--- config.mk ---
export PLATFORM = sky130hd
export DESIGN_NAME = reg_reuse_pred
export DESIGN_NICKNAME = d
export VERILOG_FILES = /design/src/rtl/reg_reuse_pred.sv
export SDC_FILE = /design/constraint.sdc
export NUM_CORES = 1
export LEC_CHECK = 0
export ABC_AREA = 1
export BUFFER_PORTS_ARGS = -buffer_cell sky130_fd_sc_hd__buf_2
export CORE_MARGIN = 4
export CORE_UTILIZATION = 61
export DETAILED_ROUTE_END_ITERATION = 16
export HOLD_SLACK_MARGIN = 0.03
export PLACE_DENSITY = 0.91
export SYNTH_ARGS = -nofsm -noshare
export SYNTH_HDL_FRONTEND = slang
export SYNTH_SLANG_ARGS = --single-unit
export TNS_END_PERCENT = 100
--- constraint.sdc ---
create_clock -name clk -period 2.9 [get_ports clk]
set_input_delay 0.29 -clock clk [delete_from_list [all_inputs] [get_ports clk]]
set_output_delay 0.29 -clock clk [all_outputs]
set_load 0.01 [all_outputs]
--- src/rtl/reg_reuse_pred.sv ---
module reg_reuse_pred #(
  parameter int PC_W     = 32,
  parameter int PC_LSB   = 2,
  parameter int IDX_W    = 6,
  parameter bit USE_HIST = 1'b0,
  parameter int HIST_W   = 4
) (
  input  logic            clk,
  input  logic            rst_n,
  input  logic [PC_W-1:0] lk_pc,
  input  logic [1:0]      lk_cls,
  output logic            lk_pred,
  input  logic            up_valid,
  input  logic [PC_W-1:0] up_pc,
  input  logic [1:0]      up_cls,
  input  logic            up_redundant
);
  localparam int         DEPTH  = 1 << IDX_W;
  localparam logic [2:0] CMAX   = 3'd7;
  localparam logic [2:0] THRESH = 3'd6;
  localparam logic [1:0] CLS_NO = 2'b11;

  logic [2:0]       tbl [DEPTH];
  logic [IDX_W-1:0] hmix, lk_idx, up_idx;
  logic [2:0]       cur, nxt;
  logic             up_ok;
  logic             unused_bits;

  assign unused_bits = ^{lk_pc[PC_W-1:PC_LSB+IDX_W], lk_pc[PC_LSB-1:0],
                         up_pc[PC_W-1:PC_LSB+IDX_W], up_pc[PC_LSB-1:0]};

  assign up_ok  = up_valid && (up_cls != CLS_NO);
  assign lk_idx = lk_pc[PC_LSB +: IDX_W] ^ hmix;
  assign up_idx = up_pc[PC_LSB +: IDX_W] ^ hmix;
  assign cur    = tbl[up_idx];
  assign nxt    = !up_redundant ? 3'd0 : (cur == CMAX) ? CMAX : cur + 3'd1;
  assign lk_pred = (lk_cls != CLS_NO) && (tbl[lk_idx] > THRESH);

  always_ff @(posedge clk) begin
    if (!rst_n) begin
      for (int i = 0; i < DEPTH; i++) tbl[i] <= 3'd0;
    end else if (up_ok) begin
      tbl[up_idx] <= nxt;
    end
  end

  generate
    if (USE_HIST) begin : g_hist
      logic [HIST_W-1:0] hist;
      always_ff @(posedge clk) begin
        if (!rst_n)     hist <= '0;
        else if (up_ok) hist <= {hist[HIST_W-2:0], up_redundant};
      end
      assign hmix = IDX_W'(hist);

      p_hist_shift_r10: assert property (@(posedge clk) disable iff (!rst_n)
        up_ok |=> hist == {$past(hist[HIST_W-2:0]), $past(up_redundant)});
      p_hist_hold_r7: assert property (@(posedge clk) disable iff (!rst_n)
        !up_ok |=> $stable(hist));
    end else begin : g_pc
      assign hmix = '0;
    end
  endgenerate

  p_inc_r2: assert property (@(posedge clk) disable iff (!rst_n)
    (up_ok && up_redundant && cur != CMAX) |=> tbl[$past(up_idx)] == $past(cur) + 3'd1);
  p_sat_r3: assert property (@(posedge clk) disable iff (!rst_n)
    (up_ok && up_redundant && cur == CMAX) |=> tbl[$past(up_idx)] == CMAX);
  p_clear_r4: assert property (@(posedge clk) disable iff (!rst_n)
    (up_ok && !up_redundant) |=> tbl[$past(up_idx)] == 3'd0);
  p_pred_full_r5: assert property (@(posedge clk) disable iff (!rst_n)
    lk_pred |-> tbl[lk_idx] == CMAX);
  p_no_pred_ineligible_r6: assert property (@(posedge clk) disable iff (!rst_n)
    (lk_cls == CLS_NO) |-> !lk_pred);
  p_idle_hold_r7: assert property (@(posedge clk) disable iff (!rst_n)
    !up_ok |=> tbl[$past(up_idx)] == $past(cur));
endmodule

# After elaboration in Yosys (flattened, before gate mapping)

Memories as Yosys holds them, arrays and structs flattened.
Cells that the tools add are included.

Output and inout port bits: 1
Memories: 1
Input port bits: 72
Logic and storage cells: 18
Flip-flop bits (word level): 0
Memory bits (writable): 192

Magnitude comparators: 1
Muxes and demuxes: 9
Add/subtract/negate cells: 1
Reductions and logical operators: 3
Equality and inequality tests: 3

Memories:

| name | words | width | read ports | clocked after memory_dff | write ports | RTL line | text |
|---|---|---|---|---|---|---|---|
| tbl  | 64    | 3     | 2          | 0                        | 64          | 23       | `logic [2:0] tbl [DEPTH];` |

Operator list:

| cell                | number |
|---|---|
| $mux 3              | 3 |
| $mux 6              | 1 |
| $mux 1              | 5 |
| $ne 2x2->1 const B  | 2 |
| $add 3x1->3 const B | 1 |
| $eq 3x3->1 const B  | 1 |
| $gt 3x3->1 const B  | 1 |
| $reduce_or 3->1     | 1 |
| $logic_and 1x1->1   | 2 |

# Logic depth before layout (Yosys ltp)

Word-level depth: 7
Gate-level depth with buffers: 20
Depth with buffers taken out: 16

# Worst setup path after synthesis

OpenSTA, ideal clock, no wires.

Kind: in2reg
From: in up_pc[2]
To: mem tbl[12][2] (data pin)
Arrival: 2.292 ns
Setup time: 0.257 ns
Data required time: 2.643 ns
Path slack: 0.352 ns
Path buffers: 4
Stages: 17
Cells stage by stage: buf_2 buf_2 buf_2 nand2_1 inv_1 nand2_1 nand2_1 a31oi_1 nand4_1 nand2_1 nand2_1 nor2_1 nand2_1 ha_1 o21ai_4 buf_6 nor2_1

RTL lines:

| element            | RTL line | text |
|---|---|---|
| start: declaration | 14       | `input logic [PC_W-1:0] up_pc,` |
| end: declaration   | 23       |  |

==> results.md <==
| Metric | Value |
|---|---|
| CTS Root Cell | clkbuf_16 |
| Syn. warnings | 0 |
| Tot Pwr | 0.00654 W |
| RSZ-0062 raised after global routing | false |
| Tmin final | 2500 ps |
| Total number of placement rows | 47 |
| Final-report hold violation count | 0 |
| #FFs+latches synth | 192 |
| Buffers plus inverters on the worst setup path | 5 |
| Die ar. | 0.0195 sq mm |
| Fraction of layout cells with a size suffix above 1 | 0.102 |
| Cell type with the highest aggregate area in the netlist | edfxtp_1 |
| Critical path data arrival time | 2700 ps |
| Violation count after the first detailed-route iteration | 1848 |
| Maximum resistive drop on vdd | 0.489 mV |
| Final non-filler cell area | 0.0119 sq mm |
| Cell area after synthesis | 0.0106 sq mm |
| DR DRC count | 0 |
| Number of diodes | 0 |
| Adder-Cell Fraction of Synth Area | 0.00118 |
| DR vias | 10000 |
| Period utilisation layout | 0.863 |
| Post-Synthesis Net Count | 1388 |
| Number of levels the H-tree was split into | 4 |
| Commonest non-fill, non-tap cells in the layout | 481 x nand2_1, 217 x nor2_1, 192 x edfxtp_1 |
| Min-delay worst type | primary input to flop |
| Most common cell after layout, fill and taps aside | nand2_1 |
| Worst Path Required | 3090 ps |
| Portion of the post-synthesis area used by sequential elements | 0.545 |
| Synth cell types | 32 |
| Overflow after GRT | 0 |
| Worst setup slack after layout | 397 ps |
| Dominant combinational cell family by area after synthesis | simple AND/OR/NAND/NOR gates |
| Count of filler cells inserted in the layout | 1183 |
| Half-perimeter wire length after detailed placement | 21.3 mm |
| Routability cong. | 0.984 |
| Dominant delay contributor by cell family on the critical path | buffers and inverters |
| Cell area power density | 549 mW/mm^2 |
| Top cells by area, synth | edfxtp_1 55%, nand2_1 17%, nor2_1 7.7%, nand3_1 6.5%, inv_1 3.5% |
| Overall routed net length | 32.5 mm |
| Synthesized instance count | 1315 |
| Slew at the pin closest to its max-slew limit | 927 ps |
| Die Y-Extent | 140 um |
| Area of the core region | 0.0168 sq mm |
| Area Growth Syn to Fin | 12.6% |
| Endpoint class of the critical path | flop |
| Type of the worst setup path | primary input to flop |
| Synthesized area divided by synthesized cell count | 8.04 sq um |
| Layout Cells excl Fill | 1592 |
| Result of the run | finished clean |
| Antenna violation net count after detailed routing | 0 |
| Slew Limit Fails | 0 |
| Largest net degree at the start of global routing | 65 |
| Die width | 140 um |
| Cell Chain, Critical Path | buf_2 > buf_4 > nand2_1 > nor2_1 > inv_1 > o22ai_1 > nor2_1 > nand4_1 > nand2_1 > nand2_1 > nor2_1 > nand2_1 > ha_1 > buf_4 > o21ai_4 > buf_12 > nor2_1 |
| Number of global-route vias before repair | 9615 |
| Critical Path Slowest Stage Cell | o21ai_4 |
| Post-placement cell count | 1560 |
| Proportion of synthesized area in mux cells | 0 |
| Simple-gate share of the synthesized area | 0.347 |
| Max reg flops | 192 |
| Post-synthesis compound-gate area fraction | 0.0320 |
| All-layer global routing usage | 0.334 |
| Wire length of the first global-routing pass | 50.0 mm |
| Setup Slack @ Placement | 62.3 ps |
| Clock net sink count | 192 |
| Clock tree skew after final layout | 9.13 ps |
| Avg WL per Cell | 20.4 um |
| Total cell area at the placement stage | 0.0113 sq mm |
| Post-CTS Setup Repair Bufs | 0 |
| Worst relative slew slack | 0.377 |
| Largest Register | tbl |
| Xor-xnor portion of the synthesized cell area | 0 |
| Port Buffers | 20 |
| Leakage component of the power | 5.09 nW |
| Router iterations before antenna repair | 9 |
| Clock latency at the later pin of the worst-skew pair | 440 ps |
| Total CTS buffers | 17 |
| CTS max path bufs | 2 |
| Worst-case register-to-register setup slack | 510 ps |
| Largest fanout on the critical path | 24 |
| Number of antenna violations at the first check in global routing | 0 |
| Slowest Stage Delay on Critical Path | 250 ps |
| Clock-pin transition on the worst setup and hold timing paths | 70 ps |
| Highest attainable clock frequency | 400 MHz |
| Largest registers | tbl: 192 flops |
| Setup crit start kind | primary input |
| Number of max-cap violations | 0 |
| Number of endpoints failing setup at the final stage | 0 |
| Sum Neg Setup Slack | 0 ps |
| Total number of nets in the final design | 1432 |
| Hold buffer count at cts | 0 |
| Number of gates resized after cts | 0 |
| I/O pin count | 73 |
| CTS tree | yes |
| Top cell type's share of synthesized area | 0.545 |
| Via/cell ratio | 6.29 |
| Starting density of the core | 0.631 |
[cells in the mapped netlist]
| master | n |
|---|---|
| a21oi_1 | 5 |
| a22oi_1 | 8 |
| a31oi_1 | 1 |
| buf_1 | 5 |
| buf_2 | 15 |
| buf_4 | 16 |
| buf_6 | 7 |
| clkbuf_1 | 28 |
| clkinv_1 | 2 |
| edfxtp_1 | 192 |
| ha_1 | 1 |
| inv_1 | 99 |
| inv_2 | 3 |
| nand2_1 | 481 |
| nand2_2 | 3 |
| nand3_1 | 137 |
| nand3b_1 | 1 |
| nand4_1 | 35 |
| nor2_1 | 217 |
| nor2_2 | 3 |
| nor2_4 | 1 |
| nor3_1 | 8 |
| nor3_2 | 1 |
| nor4_1 | 2 |
| o2111ai_1 | 2 |
| o211ai_1 | 8 |
| o21ai_0 | 15 |
| o21ai_1 | 8 |
| o21ai_4 | 1 |
| o22ai_1 | 6 |
| or2_0 | 3 |
| or2_1 | 1 |
[layer usage]
layer | share of wire | global-route usage
met1 | 0.31 | 0.394
met2 | 0.45 | 0.520
met3 | 0.17 | 0.113
met4 | 0.078 | 0.220
met5 | 0 | 0
[tightest hold or removal path, cell delays in order]
cell,delay (ps)
buf_2,160
nor3_2,110
nand2_1,140
nor2_1,60
[per-stage QoR]
stage           util  hold WS (ps)
2_1_floorplan      -           576
3_3_place_gp   0.672           897
5_1_grt        0.710           486
6_report       0.710           490
3_5_place_dp   0.672           913
4_1_cts        0.710           461
[path summary, 6_finish.rpt]
| path | end | from | depth (start not counted) |
|---|---|---|---|
| worst max-delay path | tbl[39][2]$_SDFFCE_PN0P_ | up_pc[3] | 17 |
| worst max register to register | tbl[39][2]$_SDFFCE_PN0P_ | tbl[16][1]$_SDFFCE_PN0P_ | 13 |
| worst min-delay path | tbl[45][0]$_SDFFCE_PN0P_ | up_pc[6] | 4 |
| worst min register to register | tbl[10][2]$_SDFFCE_PN0P_ | tbl[34][2]$_SDFFCE_PN0P_ | 9 |
[final cells by class]
class	count	area, sq um	share of cell area
sequential	192	5770	0.484
timing repair buffer	96	821	0.0690
inverter	104	390	0.0328
tap	220	275	0.0231
clock inverter	15	206	0.0173
clock buffer	17	425	0.0357
multi-input combinational	948	4020	0.338
[power by group]
group          leakage [nW]  switching [W]  internal [W]
combinational          2.81       0.000588      0.000249
clock                 0.293        0.00105       0.00145
sequential             1.98      0.0000579       0.00314
[cells by family (layout without fill, tap and decap cells)]
family,Yosys count,after routing
adder cells (fa/ha/maj),1,1
buffers and inverters,175,232
AND/OR/NAND/NOR,893,893
AO/OA/AOI/OAI,54,54
flip-flops,192,192
(Power assumes the default switching activity.)
